--- config.mk ---
export PLATFORM = sky130hd
export DESIGN_NAME = tpt_core
export DESIGN_NICKNAME = d
export VERILOG_FILES = /design/src/rtl/tpt_pkg.sv /design/src/rtl/tpt_pulse_front.sv /design/src/rtl/tpt_ctrl_regs.sv /design/src/rtl/tpt_counter.sv /design/src/rtl/tpt_core.sv
export SDC_FILE = /design/constraint.sdc
export NUM_CORES = 1
export LEC_CHECK = 0
export BUFFER_PORTS_ARGS = -buffer_cell sky130_fd_sc_hd__buf_2
export CAP_MARGIN = 20
export CORE_MARGIN = 4
export CORE_UTILIZATION = 50
export DETAILED_ROUTE_END_ITERATION = 6
export PLACE_DENSITY = 0.72
export SLEW_MARGIN = 25
export SYNTH_ARGS = -nofsm -noshare
export SYNTH_HDL_FRONTEND = slang
export SYNTH_SLANG_ARGS = --single-unit
--- constraint.sdc ---
create_clock -name clk -period 3.3 [get_ports clk]
set_input_delay 0.33 -clock clk [delete_from_list [all_inputs] [get_ports clk]]
set_output_delay 0.33 -clock clk [all_outputs]
set_load 0.005 [all_outputs]
--- src/rtl/tpt_pkg.sv ---
// Shared constants and types for the tick and pulse timer.
// Assumes a 2-bit register address space.
package tpt_pkg;
    localparam int unsigned ADDR_W = 2;

    // Register addresses on the bus
    typedef enum logic [ADDR_W-1:0] {
        REG_CTRL = 2'd0,
        REG_CMP  = 2'd1,
        REG_CNT  = 2'd2
    } reg_addr_e;

    // Counting source
    typedef enum logic {
        MODE_TICK  = 1'b0,
        MODE_PULSE = 1'b1
    } count_mode_e;

    // Fixed control bit positions; the upper fields follow the select width
    localparam int unsigned BIT_RUN  = 0;
    localparam int unsigned BIT_MODE = 1;
    localparam int unsigned BIT_FREE = 2;
    localparam int unsigned BIT_POL  = 3;
    localparam int unsigned SEL_LO   = 4;
endpackage

--- src/rtl/tpt_pulse_front.sv ---
// Pulse front end: synchronizes every external pin and picks one by select
// code. Detects the chosen edge polarity and emits a single-cycle event per edge.
// Assumes pins are asynchronous, pulses last at least two clock cycles,
// and sel/pol are changed only while run is low.
module tpt_pulse_front #(
    parameter int unsigned N_IN        = 4,
    parameter int unsigned SYNC_STAGES = 2,
    localparam int unsigned SEL_W      = $clog2(N_IN)
) (
    input  logic             clk,
    input  logic             rst_n,
    input  logic [N_IN-1:0]  pins,
    input  logic [SEL_W-1:0] sel,
    input  logic             pol,
    input  logic             run,
    output logic             edge_evt
);
    logic [N_IN-1:0] sync_vec;
    logic            picked;
    logic            prev_q;
    logic            armed_q;

    for (genvar i = 0; i < N_IN; i++) begin : g_sync
        logic [SYNC_STAGES-1:0] chain_q;
        // Shift one pin through its synchronizer chain
        always_ff @(posedge clk) begin
            if (!rst_n) chain_q <= '0;
            else        chain_q <= {chain_q[SYNC_STAGES-2:0], pins[i]};
        end
        assign sync_vec[i] = chain_q[SYNC_STAGES-1];
    end

    assign picked = sync_vec[sel];

    // Remember the last picked level; arm one cycle after run so a select change is never seen as an edge
    always_ff @(posedge clk) begin
        if (!rst_n) begin
            prev_q  <= 1'b0;
            armed_q <= 1'b0;
        end else begin
            prev_q  <= picked;
            armed_q <= run;
        end
    end

    // Rising edge for pol=0, falling edge for pol=1
    always_comb begin
        if (pol) edge_evt = armed_q & prev_q & ~picked;
        else     edge_evt = armed_q & ~prev_q & picked;
    end
endmodule

--- src/rtl/tpt_ctrl_regs.sv ---
// Control and compare registers. Bits 5:1 of control are writable only
// while the stored run bit is 0. Writing 1 to the flag position requests a
// flag clear. Assumes single-cycle write strobes.
module tpt_ctrl_regs
    import tpt_pkg::*;
#(
    parameter int unsigned CNT_W     = 16,
    parameter int unsigned SEL_W     = 2,
    parameter int unsigned IRQEN_BIT = 6,
    parameter int unsigned FLAG_BIT  = 7
) (
    input  logic              clk,
    input  logic              rst_n,
    input  logic              bus_wr,
    input  logic [ADDR_W-1:0] bus_addr,
    input  logic [CNT_W-1:0]  bus_wdata,
    output logic              run,
    output count_mode_e       mode,
    output logic              free,
    output logic              pol,
    output logic [SEL_W-1:0]  sel,
    output logic              irq_en,
    output logic [CNT_W-1:0]  cmp,
    output logic              flag_clr
);
    logic ctrl_we;
    logic cmp_we;

    assign ctrl_we  = bus_wr && (bus_addr == REG_CTRL);
    assign cmp_we   = bus_wr && (bus_addr == REG_CMP);
    assign flag_clr = ctrl_we && bus_wdata[FLAG_BIT];

    // Control fields; configuration is locked by the run bit held before the write
    always_ff @(posedge clk) begin
        if (!rst_n) begin
            run    <= 1'b0;
            mode   <= MODE_TICK;
            free   <= 1'b0;
            pol    <= 1'b0;
            sel    <= '0;
            irq_en <= 1'b0;
        end else if (ctrl_we) begin
            run    <= bus_wdata[BIT_RUN];
            irq_en <= bus_wdata[IRQEN_BIT];
            if (!run) begin
                mode <= count_mode_e'(bus_wdata[BIT_MODE]);
                free <= bus_wdata[BIT_FREE];
                pol  <= bus_wdata[BIT_POL];
                sel  <= bus_wdata[SEL_LO +: SEL_W];
            end
        end
    end

    // Compare value, writable at any time
    always_ff @(posedge clk) begin
        if (!rst_n)      cmp <= '0;
        else if (cmp_we) cmp <= bus_wdata;
    end
endmodule

--- src/rtl/tpt_counter.sv ---
// Counter and sticky hit flag. Advances on every cycle in tick mode or on
// edge events in pulse mode. Detects the match on an advance and restarts
// or continues according to the free-running bit. Held clear while not running.
module tpt_counter
    import tpt_pkg::*;
#(
    parameter int unsigned CNT_W = 16
) (
    input  logic             clk,
    input  logic             rst_n,
    input  logic             run,
    input  count_mode_e      mode,
    input  logic             free,
    input  logic             edge_evt,
    input  logic [CNT_W-1:0] cmp,
    input  logic             flag_clr,
    output logic [CNT_W-1:0] cnt,
    output logic             flag
);
    logic advance;
    logic hit;

    assign advance = (mode == MODE_PULSE) ? edge_evt : 1'b1;
    assign hit     = run && advance && (cnt == cmp);

    // Count value: cleared when idle, restarted on a match unless free-running
    always_ff @(posedge clk) begin
        if (!rst_n)          cnt <= '0;
        else if (!run)       cnt <= '0;
        else if (hit && !free) cnt <= '0;
        else if (advance)    cnt <= cnt + 1'b1;
    end

    // Sticky flag: a new match wins over a clear request in the same cycle
    always_ff @(posedge clk) begin
        if (!rst_n)        flag <= 1'b0;
        else if (!run)     flag <= 1'b0;
        else if (hit)      flag <= 1'b1;
        else if (flag_clr) flag <= 1'b0;
    end
endmodule

--- src/rtl/tpt_core.sv ---
// Top of the tick and pulse timer: registers, pulse front end, counter,
// read-back mux and interrupt. Assumes bus_addr is stable while read data is used.
module tpt_core
    import tpt_pkg::*;
#(
    parameter int unsigned CNT_W       = 16,
    parameter int unsigned N_IN        = 4,
    parameter int unsigned SYNC_STAGES = 2
) (
    input  logic              clk,
    input  logic              rst_n,
    input  logic              bus_wr,
    input  logic [ADDR_W-1:0] bus_addr,
    input  logic [CNT_W-1:0]  bus_wdata,
    output logic [CNT_W-1:0]  bus_rdata,
    input  logic [N_IN-1:0]   pulse_in,
    output logic              irq
);
    localparam int unsigned SEL_W     = $clog2(N_IN);
    localparam int unsigned IRQEN_BIT = SEL_LO + SEL_W;
    localparam int unsigned FLAG_BIT  = IRQEN_BIT + 1;

    logic             run_q;
    count_mode_e      mode_q;
    logic             free_q;
    logic             pol_q;
    logic [SEL_W-1:0] sel_q;
    logic             irq_en_q;
    logic [CNT_W-1:0] cmp_q;
    logic             flag_clr;
    logic             edge_evt;
    logic [CNT_W-1:0] cnt_q;
    logic             flag_q;
    logic [CNT_W-1:0] ctrl_rd;

    tpt_ctrl_regs #(
        .CNT_W(CNT_W), .SEL_W(SEL_W), .IRQEN_BIT(IRQEN_BIT), .FLAG_BIT(FLAG_BIT)
    ) i_regs (
        .clk(clk), .rst_n(rst_n), .bus_wr(bus_wr), .bus_addr(bus_addr),
        .bus_wdata(bus_wdata), .run(run_q), .mode(mode_q), .free(free_q),
        .pol(pol_q), .sel(sel_q), .irq_en(irq_en_q), .cmp(cmp_q),
        .flag_clr(flag_clr)
    );

    tpt_pulse_front #(
        .N_IN(N_IN), .SYNC_STAGES(SYNC_STAGES)
    ) i_front (
        .clk(clk), .rst_n(rst_n), .pins(pulse_in), .sel(sel_q), .pol(pol_q),
        .run(run_q), .edge_evt(edge_evt)
    );

    tpt_counter #(
        .CNT_W(CNT_W)
    ) i_count (
        .clk(clk), .rst_n(rst_n), .run(run_q), .mode(mode_q), .free(free_q),
        .edge_evt(edge_evt), .cmp(cmp_q), .flag_clr(flag_clr),
        .cnt(cnt_q), .flag(flag_q)
    );

    // Assemble the control word for read-back
    always_comb begin
        ctrl_rd                  = '0;
        ctrl_rd[BIT_RUN]         = run_q;
        ctrl_rd[BIT_MODE]        = mode_q;
        ctrl_rd[BIT_FREE]        = free_q;
        ctrl_rd[BIT_POL]         = pol_q;
        ctrl_rd[SEL_LO +: SEL_W] = sel_q;
        ctrl_rd[IRQEN_BIT]       = irq_en_q;
        ctrl_rd[FLAG_BIT]        = flag_q;
    end

    // Select read data by address
    always_comb begin
        case (bus_addr)
            REG_CTRL: bus_rdata = ctrl_rd;
            REG_CMP:  bus_rdata = cmp_q;
            REG_CNT:  bus_rdata = cnt_q;
            default:  bus_rdata = '0;
        endcase
    end

    assign irq = flag_q & irq_en_q;
endmodule

==> run summary, run 1 <==
=================================================================================
Total Die Area .....................................................   6348 sq um
Maximum clock path buffer count ....................................            2
Number of nets still failing antenna checks after routing ..........            0
Number of port buffers .............................................           41
Layout Utilization .................................................       0.5941
Worst slew pin tran ................................................    0.8443 ns
Synthesized instance count .........................................          298
Maximum capacitance violations .....................................            0
Share of layout cells above drive strength 1 .......................       0.1718
Clock tree root driver cell ........................................ sky130_fd_sc_hd__clkbuf_8
Final setup violation count ........................................            0
Total CTS buffers ..................................................            5
RSZ-0062 raised after global routing ...............................           no
Violation count after the first detailed-route iteration ...........           92
Number of antenna violations at the first check in global routing ..            0
Switching power summed over all nets ...............................     279.6 uW
Leading register cell type out of synthesis ........................ sky130_fd_sc_hd__dfxtp_1
Crit path time final ...............................................     2.320 ns
Final total negative setup slack ...................................         0 ns
Global-route wire length before repair .............................      9832 um
Aggregate routed wire length .......................................      6043 um
Startpoint of the lowest-slack register-to-register path ........... i_regs.sel[1]$_SDFFE_PN0P_
Number of pins exceeding their max-slew limit in the final report ..            0
Via count of the routed design .....................................         2200
Worst Skew .........................................................  0.006128 ns
Clock latency of the later-clocked register in the worst-skew pair .      0.31 ns
Number of cells traversed by the worst hold path ...................            2
Detailed Place HPWL ................................................      4430 um
Htree depth ........................................................            2
Share of synthesized registers carrying an async set or reset ......            0
Final count of hold timing violations ..............................            0
Cell Int Power .....................................................     886.1 uW
# Post-CTS Setup Buffers ...........................................            0
Status ............................................................. finished clean
Data arrival time of the critical path .............................      2.48 ns
Static leakage .....................................................  0.001141 uW
EDFF count, synth ..................................................            0
Library cell with the highest instance count after synthesis ....... sky130_fd_sc_hd__nand2_1
Vias in the first global route .....................................         2031
Final total power ..................................................      1166 uW
Sequential power share .............................................        0.543
Detail-routed via count per cell ...................................        5.598
Hold-fix buffers at CTS ............................................            0
Critical path start-end classification .............................   reg -> reg
Clock sink count ...................................................           50
Maximum frequency from static timing analysis ......................    431.0 MHz
Proportion of power drawn by combinational gates ...................        0.074
I/O pin count ......................................................           42
Placeable core region ..............................................   4848 sq um
Overflow left after global routing .................................            0
Pin count of the biggest net entering global routing ...............           34
Crit path max fanout ...............................................           16
Hold Path Origin ...................................................  pulse_in[2]
Post-cts sizing count ..............................................            0
Share of the cycle needed by the critical path after routing .......       0.7031
Most frequent cells after synthesis ................................ sky130_fd_sc_hd__nand2_1 (55), sky130_fd_sc_hd__dfxtp_1 (50), sky130_fd_sc_hd__a21boi_0 (22)
Switching Fraction .................................................       0.2398
Worst hold path class ..............................................    in -> reg
Share of synthesized area occupied by flip-flops and latches .......       0.3897
Total power density per cell area .................................. 404.7 nW/um^2
Start point of the critical path ................................... i_regs.sel[1]$_SDFFE_PN0P_
Die span in x ......................................................     79.68 um
Maximum vdd ir drop ................................................    0.2654 mV
Avg Inst Size Synth ................................................  8.620 sq um
Count of state elements after synthesis ............................           50
Drt pass-1 iters ...................................................            4
Net Count, Synth ...................................................          324
Gp weighted congestion .............................................       0.8548
Req. time, crit path ...............................................      3.46 ns
Clock tree from TritonCTS ..........................................        built
Post-route cell area ...............................................   2880 sq um
Synth-to-Final Area Change .........................................       12.13%
Distinct cell type count of the synthesized netlist ................           35
Area leader, netlist ............................................... sky130_fd_sc_hd__dfxtp_1
Clock-pin slew on the worst setup and hold paths ...................      0.10 ns
Total routing usage reported by global routing .....................       0.1962
Relative slew slack ................................................       0.4329
WL/cell ............................................................     15.38 um
Std-Cell Rows ......................................................           25
Residual DRC .......................................................            0
Worst reg-to-reg path cell count ...................................            5
Initial core utilization ...........................................       0.5298
Syn. warnings ......................................................            0
Clock network fraction of design power .............................        0.383
Post-Synthesis Cell Area ...........................................   2569 sq um
CP Capture Type ....................................................     register
Net count reported at finish .......................................          351
Leading post-synthesis cells by cell area .......................... sky130_fd_sc_hd__dfxtp_1 (39%), sky130_fd_sc_hd__nand2_1 (8.0%), sky130_fd_sc_hd__a21boi_0 (6.4%), sky130_fd_sc_hd__xnor2_1 (5.5%), sky130_fd_sc_hd__xor2_1 (5.1%)
Category of the worst setup path launch point ......................     register
Cell area after placement ..........................................   2764 sq um
Number of antenna cells inserted ...................................            0
Height of the die ..................................................     79.68 um
Share of Yosys cell area claimed by the top area cell type .........       0.3897
Fill count .........................................................          443
=================================================================================
## metal layers
layer	global-route usage	share of wire	vias up
met3	0.04628	0.052	2
met4	0.04124	0.0022	0
met2	0.3114	0.46	72
li1	-	-	1097
met5	0	0	-
met1	0.2704	0.49	1029
## layout by cell type, fill, tap and decap left out
master	instances
sky130_fd_sc_hd__a21boi_0	22
sky130_fd_sc_hd__a21boi_1	1
sky130_fd_sc_hd__a22o_1	8
sky130_fd_sc_hd__a311oi_1	8
sky130_fd_sc_hd__a31oi_1	7
sky130_fd_sc_hd__and2_1	11
sky130_fd_sc_hd__and3_1	1
sky130_fd_sc_hd__and3_4	1
sky130_fd_sc_hd__and4_1	3
sky130_fd_sc_hd__and4b_1	1
sky130_fd_sc_hd__and4bb_2	1
sky130_fd_sc_hd__buf_2	41
sky130_fd_sc_hd__buf_4	2
sky130_fd_sc_hd__bufinv_16	1
sky130_fd_sc_hd__clkbuf_8	5
sky130_fd_sc_hd__clkinv_4	1
sky130_fd_sc_hd__dfxtp_1	50
sky130_fd_sc_hd__ha_1	1
sky130_fd_sc_hd__inv_1	3
sky130_fd_sc_hd__inv_6	1
sky130_fd_sc_hd__mux2i_1	12
sky130_fd_sc_hd__mux2i_2	1
sky130_fd_sc_hd__nand2_1	55
sky130_fd_sc_hd__nand3_1	13
sky130_fd_sc_hd__nand4_1	2
sky130_fd_sc_hd__nand4b_1	1
sky130_fd_sc_hd__nor2_1	2
sky130_fd_sc_hd__nor2b_1	2
sky130_fd_sc_hd__nor3_1	18
sky130_fd_sc_hd__nor4_1	3
sky130_fd_sc_hd__nor4_4	1
sky130_fd_sc_hd__nor4b_2	1
sky130_fd_sc_hd__o21a_1	1
sky130_fd_sc_hd__o21ai_0	13
sky130_fd_sc_hd__or2b_1	1
sky130_fd_sc_hd__xnor2_1	16
sky130_fd_sc_hd__xor2_1	15
## final cells by class
type | count | area, sq um | area share
Timing Repair Buffer | 43 | 220.2 | 0.07646
Tap cell | 67 | 83.83 | 0.02911
Clock inverter | 3 | 47.55 | 0.01651
Inverter | 3 | 11.26 | 0.003910
Multi-Input combinational cell | 222 | 1448 | 0.5026
Sequential cell | 50 | 1001 | 0.3475
Clock buffer | 5 | 68.82 | 0.02389
## final timing paths
path                                              to  slack, ns
max reg2reg              i_count.cnt[2]$_SDFFE_PP0P_       0.98
max                      i_count.cnt[2]$_SDFFE_PP0P_       0.98
min          i_front.g_sync[2].chain_q[0]$_SDFF_PN0_       0.22
min reg2reg  i_front.g_sync[1].chain_q[1]$_SDFF_PN0_       0.44
## kinds of logic (layout without fill, tap and decap cells)
group	Yosys count	in the layout	share of synthesized area
AO/OA/AOI/OAI	60	60	0.1671
adder cells (fa/ha/maj)	1	1	0.004870
buffers and inverters	26	54	0.04676
flip-flops	50	50	0.3897
multiplexers	13	13	0.05212
XOR/XNOR	31	31	0.1057
AND/OR/NAND/NOR	117	117	0.2338
## critical path: stages (launching register included)
cell and delay (ns):
sky130_fd_sc_hd__dfxtp_1 0.43, sky130_fd_sc_hd__mux2i_1 0.34, sky130_fd_sc_hd__mux2i_2 0.26, sky130_fd_sc_hd__and3_4 0.28, sky130_fd_sc_hd__nor4_4 0.75, sky130_fd_sc_hd__nor3_1 0.12
## state kept, by name, summed over array words and instances, names as in the netlist, 2 cells and up
signal	cells
i_front.g_sync.chain_q	8
i_regs.cmp	16
i_regs.sel	2
i_count.cnt	16
## power by group through the flow
| stage | registers [uW] | clock network (uW) | logic (uW) |
|---|---|---|---|
| CTS | 633 | 460 | 86.4 |
| floorplan | 640 | 0 | 60.0 |
| global placement | 646 | 0 | 84.8 |
| finish | 634 | 446 | 85.9 |
| global route | 636 | 484 | 96.0 |
| detailed placement | 647 | 0 | 86.0 |
## stage by stage
step                      setup slack [ns]  std cells  hold WS, ns
final                               0.9797        393       0.2196
after global routing                0.8245        393       0.2111
after CTS                            1.012        393       0.2064
after detailed placement             1.039        385       0.4219
after global placement               1.131        385       0.4124
after floorplan                      1.527        298       0.4119
No activity file was read; power rests on OpenSTA's default activity.
==> inputs of run 2 (changes only) <==
==> constraint.sdc (replaced) <==
create_clock -name clk -period 2.2 [get_ports clk]
set_input_delay 0.22 -clock clk [delete_from_list [all_inputs] [get_ports clk]]
set_output_delay 0.22 -clock clk [all_outputs]
set_load 0.005 [all_outputs]
==> run 2 against run 1 <==
Effect of this change:
- register-to-register slack got worse by 0.59 ns
- total power up 62%
- combinational power rose by 63%
- maximum frequency rose by 28%
- largest cell class unchanged
==> run summary, run 2 (synthesized netlist as in run 1, its figures left out) <==
=================================================================================
Gp weighted congestion .............................................       0.8128
Start point of the critical path ................................... i_count.cnt[2]$_SDFFE_PP0P_
Startpoint of the lowest-slack register-to-register path ........... i_count.cnt[2]$_SDFFE_PP0P_
Clock tree root driver cell ........................................ sky130_fd_sc_hd__clkbuf_8
Static leakage .....................................................  0.001236 uW
Number of nets still failing antenna checks after routing ..........            0
Switching Fraction .................................................       0.2192
Data arrival time of the critical path .............................      2.00 ns
Total power density per cell area .................................. 623.1 nW/um^2
Sequential power share .............................................        0.501
Number of cells traversed by the worst hold path ...................            2
I/O pin count ......................................................           42
Initial core utilization ...........................................       0.5298
Htree depth ........................................................            2
Crit path max fanout ...............................................            8
Critical path start-end classification .............................   reg -> reg
Clock latency of the later-clocked register in the worst-skew pair .      0.32 ns
Clock sink count ...................................................           50
Crit path time final ...............................................     1.812 ns
Hold slack .........................................................    0.1025 ns
Placeable core region ..............................................   4848 sq um
Clock network fraction of design power .............................        0.425
WL/cell ............................................................     15.36 um
Final count of hold timing violations ..............................            0
Worst Skew .........................................................  0.007039 ns
Synth-to-Final Area Change .........................................       18.02%
Req. time, crit path ...............................................      2.39 ns
Reg-to-reg slack, setup ............................................      0.39 ns
Cell Int Power .....................................................      1475 uW
Maximum capacitance violations .....................................            0
Switching power summed over all nets ...............................     414.1 uW
Status ............................................................. finished clean
Detailed Place HPWL ................................................      4583 um
Worst hold path class ..............................................    in -> reg
Final setup violation count ........................................            0
Hold Path Sink ..................................................... i_front.g_sync[2].chain_q[0]$_SDFF_PN0_
Hold Path Origin ...................................................  pulse_in[2]
Crit Reg-Reg Endpoint .............................................. i_count.cnt[14]$_SDFFE_PP0P_
Violation count after the first detailed-route iteration ...........          199
Via count of the routed design .....................................         2230
Total CTS buffers ..................................................            5
Registers with the highest flip-flop counts ........................ i_count.cnt (16), i_regs.cmp (16), i_front.g_sync.chain_q (8)
Post-cts sizing count ..............................................            0
Drt pass-1 iters ...................................................            4
Clock tree from TritonCTS ..........................................        built
Category of the worst setup path launch point ......................     register
Proportion of power drawn by combinational gates ...................        0.074
Maximum clock path buffer count ....................................            2
Overflow left after global routing .................................            0
Maximum frequency from static timing analysis ......................    551.7 MHz
CP Capture Type ....................................................     register
Total routing usage reported by global routing .....................       0.2121
Clock-pin slew on the worst setup and hold paths ...................      0.09 ns
Number of port buffers .............................................           41
Grt met2 use .......................................................       0.3180
Cell area after placement ..........................................   2869 sq um
RSZ-0062 raised after global routing ...............................           no
Number of pins exceeding their max-slew limit in the final report ..            0
Met1 usage .........................................................       0.2992
Fill count .........................................................          434
Commonest non-fill, non-tap cells in the layout .................... sky130_fd_sc_hd__nand2_1 (55), sky130_fd_sc_hd__dfxtp_1 (50), sky130_fd_sc_hd__buf_2 (41)
Height of the die ..................................................     79.68 um
Maximum vdd ir drop ................................................    0.4295 mV
Vias in the first global route .....................................         2167
Global-route wire length before repair .............................     10520 um
Post-route cell area ...............................................   3032 sq um
Worst slew pin tran ................................................    0.5953 ns
Share of layout cells above drive strength 1 .......................       0.2082
Layout Utilization .................................................       0.6253
Number of antenna violations at the first check in global routing ..            0
Layer carrying the most global-route usage .........................         met2
Relative slew slack ................................................       0.6022
Total Die Area .....................................................   6348 sq um
Number of antenna cells inserted ...................................            0
Residual DRC .......................................................            0
Leading cell type in the layout, fill and taps excluded ............ sky130_fd_sc_hd__nand2_1
Detail-routed via count per cell ...................................        5.466
Net count reported at finish .......................................          366
Aggregate routed wire length .......................................      6267 um
Std-Cell Rows ......................................................           25
Die span in x ......................................................     79.68 um
Global routing met3 resource utilization ...........................      0.05079
Pin count of the biggest net entering global routing ...............           33
Final total negative setup slack ...................................         0 ns
Worst reg-to-reg path cell count ...................................            5
Share of the cycle needed by the critical path after routing .......       0.8238
Final total power ..................................................      1889 uW
=================================================================================
-- run 2: power groups by stage --
stage | combinational, uW | sequential, uW | clock (uW)
CTS | 139 | 946 | 811
floorplan | 90.0 | 960 | 0
finish | 140 | 946 | 803
detailed placement | 138 | 967 | 0
global route | 157 | 950 | 843
global placement | 137 | 966 | 0
-- run 2: area by class of cell --
type                       instances  area (sq um)  area share
clock buffer                       6         82.58     0.02724
inverter                           3         11.26    0.003714
sequential                        50          1001      0.3302
tap                               67         83.83     0.02765
multi-input combinational        222          1448      0.4775
timing repair buffer              58         345.3      0.1139
clock inverter                     2         60.06     0.01981
-- run 2: metrics by stage --
| step | std cells | worst slack, ns |
|---|---|---|
| floorplan | 298 | 0.4269 |
| finish | 408 | 0.3876 |
| global route | 408 | 0.2417 |
| detailed placement | 399 | 0.08835 |
| CTS | 407 | 0.09226 |
| global placement | 399 | 0.2202 |
-- run 2: per-layer routing --
layer	vias up	part of all wire	routed length, um
met3	13	0.066	414
met1	1028	0.46	2912
li1	1125	-	-
met2	64	0.45	2838
met5	-	0	0
met4	0	0.016	102
-- run 2: what timing repair did --
action,4_1_cts,5_1_grt
hold buffers,0,0
buffers inserted,0,1
endpoints found under the setup margin,0,16
-- run 2: worst max-delay path: stages (launching register included) --
cell and delay, ns:
sky130_fd_sc_hd__dfxtp_1 0.50, sky130_fd_sc_hd__and4_1 0.42, sky130_fd_sc_hd__nand4b_1 0.18, sky130_fd_sc_hd__a311oi_1 0.36, sky130_fd_sc_hd__xnor2_1 0.16, sky130_fd_sc_hd__nor3_1 0.06
-- run 2: worst max path at each step --
stage                                    to  slack (ns)  depth (start not counted)
2_1_floorplan  i_count.cnt[10]$_SDFFE_PP0P_        0.43                          6
3_3_place_gp   i_count.cnt[13]$_SDFFE_PP0P_        0.22                          5
3_5_place_dp    i_count.cnt[6]$_SDFFE_PP0P_        0.09                          5
4_1_cts         i_count.cnt[6]$_SDFFE_PP0P_        0.09                          5
5_1_grt        i_count.cnt[14]$_SDFFE_PP0P_        0.24                          5
6_report       i_count.cnt[14]$_SDFFE_PP0P_        0.39                          5
==> inputs of run 3 (changes only) <==
==> constraint.sdc (replaced) <==
create_clock -name clk -period 1.9 [get_ports clk]
set_input_delay 0.19 -clock clk [delete_from_list [all_inputs] [get_ports clk]]
set_output_delay 0.19 -clock clk [all_outputs]
set_load 0.005 [all_outputs]
==> run 3 against run 2 <==
Effect of this change:
- register-to-register slack worse by 0.22 ns
- die area stayed put
- first-iteration DRC count is 8.0% lower
- sequential cell count stayed put
- count of clock-buffer cells in the layout is 1 lower
- critical path depth is 1 higher
- maximum frequency is 4.8% higher
- wire length is 0.30% higher
- global-route usage is 0.11 points higher
- largest cell class unchanged
- largest power group unchanged
- highest routed layer unchanged
==> run summary, run 3 (synthesized netlist as in run 1, its figures left out) <==
=================================================================================
Height of the die ..................................................     79.68 um
Clock tree root driver cell ........................................ sky130_fd_sc_hd__clkbuf_8
Number of port buffers .............................................           41
Maximum vdd ir drop ................................................    0.3997 mV
Post-route cell area ...............................................   3037 sq um
Cell area after placement ..........................................   2927 sq um
Number of antenna cells inserted ...................................            0
Status ............................................................. finished clean
Final setup violation count ........................................            0
Number of antenna violations at the first check in global routing ..            0
Leading cell type in the layout, fill and taps excluded ............ sky130_fd_sc_hd__nand2_1
Placed instance count ..............................................          405
WL/cell ............................................................     15.22 um
Hold Path Origin ...................................................  pulse_in[2]
Std-Cell Rows ......................................................           25
Critical path start-end classification .............................   reg -> reg
Req. time, crit path ...............................................      2.09 ns
Clock tree from TritonCTS ..........................................        built
Relative slew slack ................................................       0.5857
Total power density per cell area .................................. 637.3 nW/um^2
Residual DRC .......................................................            0
Final total negative setup slack ...................................         0 ns
Worst Skew .........................................................  0.008995 ns
Clock latency of the later-clocked register in the worst-skew pair .      0.32 ns
Share of layout cells above drive strength 1 .......................       0.2312
Net count reported at finish .......................................          371
Total CTS buffers ..................................................            5
Maximum frequency from static timing analysis ......................    578.3 MHz
Category of the worst setup path launch point ......................     register
Data arrival time of the critical path .............................      1.92 ns
Cell-by-cell trace of the critical path ............................ nor4b_2, mux2i_2, buf_4, a311oi_1, xnor2_1, nor3_1
Commonest non-fill, non-tap cells in the layout .................... sky130_fd_sc_hd__nand2_1 (55), sky130_fd_sc_hd__dfxtp_1 (49), sky130_fd_sc_hd__buf_2 (41)
Static leakage .....................................................  0.001242 uW
Total routing usage reported by global routing .....................       0.2132
Placeable core region ..............................................   4848 sq um
Violation count after the first detailed-route iteration ...........          183
Vias in the first global route .....................................         2189
Via count of the routed design .....................................         2279
Detail-routed via count per cell ...................................        5.518
Worst hold path class ..............................................    in -> reg
Maximum capacitance violations .....................................            0
Crit path time final ...............................................     1.729 ns
I/O pin count ......................................................           42
Total Die Area .....................................................   6348 sq um
Aggregate routed wire length .......................................      6286 um
Die span in x ......................................................     79.68 um
Final count of hold timing violations ..............................            0
Layout Utilization .................................................       0.6263
Worst slew pin tran ................................................    0.6199 ns
CP Capture Type ....................................................     register
Pin count of the biggest net entering global routing ...............           33
Start point of the critical path ................................... i_regs.sel[0]$_SDFFE_PN0P_
Number of pins exceeding their max-slew limit in the final report ..            0
Registers with the highest flip-flop counts ........................ i_count.cnt (16), i_regs.cmp (16), i_front.g_sync.chain_q (8)
Hold-fix buffers at CTS ............................................            0
Number of cells traversed by the worst hold path ...................            2
Global-route wire length before repair .............................     10620 um
Largest incremental delay on the critical path .....................      0.37 ns
Drt pass-1 iters ...................................................            4
RSZ-0062 raised after global routing ...............................           no
Startpoint of the lowest-slack register-to-register path ........... i_regs.sel[0]$_SDFFE_PN0P_
Share of the cycle needed by the critical path after routing .......       0.9101
Clock sink count ...................................................           50
Clock-pin slew on the worst setup and hold paths ...................      0.10 ns
Crit path max fanout ...............................................           15
Hold slack .........................................................   0.06367 ns
Number of nets still failing antenna checks after routing ..........            0
Gp weighted congestion .............................................       0.8427
Htree depth ........................................................            2
Overflow left after global routing .................................            0
Synth-to-Final Area Change .........................................       18.22%
Maximum clock path buffer count ....................................            2
Cell Count, Final, Fillers Out .....................................          413
Cell with the biggest individual delay on the critical path ........ sky130_fd_sc_hd__dfxtp_1
Initial core utilization ...........................................       0.5298
Worst reg-to-reg path cell count ...................................            6
Detailed Place HPWL ................................................      4663 um
=================================================================================
[run 3: path summary, 6_finish.rpt]
kind / to / slack (ns)
max: i_count.cnt[7]$_SDFFE_PP0P_ / 0.17
min: i_front.g_sync[2].chain_q[0]$_SDFF_PN0_ / 0.06
max reg2reg: i_count.cnt[7]$_SDFFE_PP0P_ / 0.17
min reg2reg: i_front.g_sync[0].chain_q[1]$_SDFF_PN0_ / 0.44
[run 3: critical path: cells and delay by family, from the launching register on]
family	cells	cell delay [ns]
multiplexers	1	0.12
XOR/XNOR	1	0.17
buffers and inverters	1	0.20
AO/OA/AOI/OAI	1	0.34
AND/OR/NAND/NOR	2	0.38
flip-flops	1	0.37
[run 3: repair_timing]
item / in CTS / in global routing
setup buffers: 0 / 0
endpoints found under the setup margin: 0 / 8
gates resized for setup: 0 / 4
[run 3: layout make-up]
| cell class | instances | area [sq um] |
|---|---|---|
| timing repair buffer | 63 | 382.9 |
| clock inverter | 3 | 26.28 |
| fill | 425 | 1812 |
| tap | 67 | 83.83 |
| clock buffer | 5 | 68.82 |
| multi-input combinational | 222 | 1461 |
| inverter | 3 | 11.26 |
| sequential | 50 | 1002 |
[run 3: per-stage QoR]
step	power, uW	setup slack [ns]
6_report	1935	0.1708
5_1_grt	2017	0.02114
4_1_cts	1947	0.1408
3_5_place_dp	1283	0.1682
3_3_place_gp	1279	0.1786
2_1_floorplan	1215	0.1269
[run 3: layer usage]
metal  vias to the layer above  global-route usage  part of all wire
met3                         7             0.05079             0.073
li1                       1137                   -                 -
met5                         -                   0                 0
met2                        67              0.3247              0.46
met4                         0             0.05498            0.0092
met1                      1068              0.3008              0.46
[run 3: where the power goes]
part | internal, uW | switching (uW) | leakage, uW | total (uW)
sequential | 1070 | 25.2 | 0.000407 | 1100
combinational | 76.2 | 85.6 | 0.000786 | 162
clock | 272 | 403 | 0.0000491 | 675
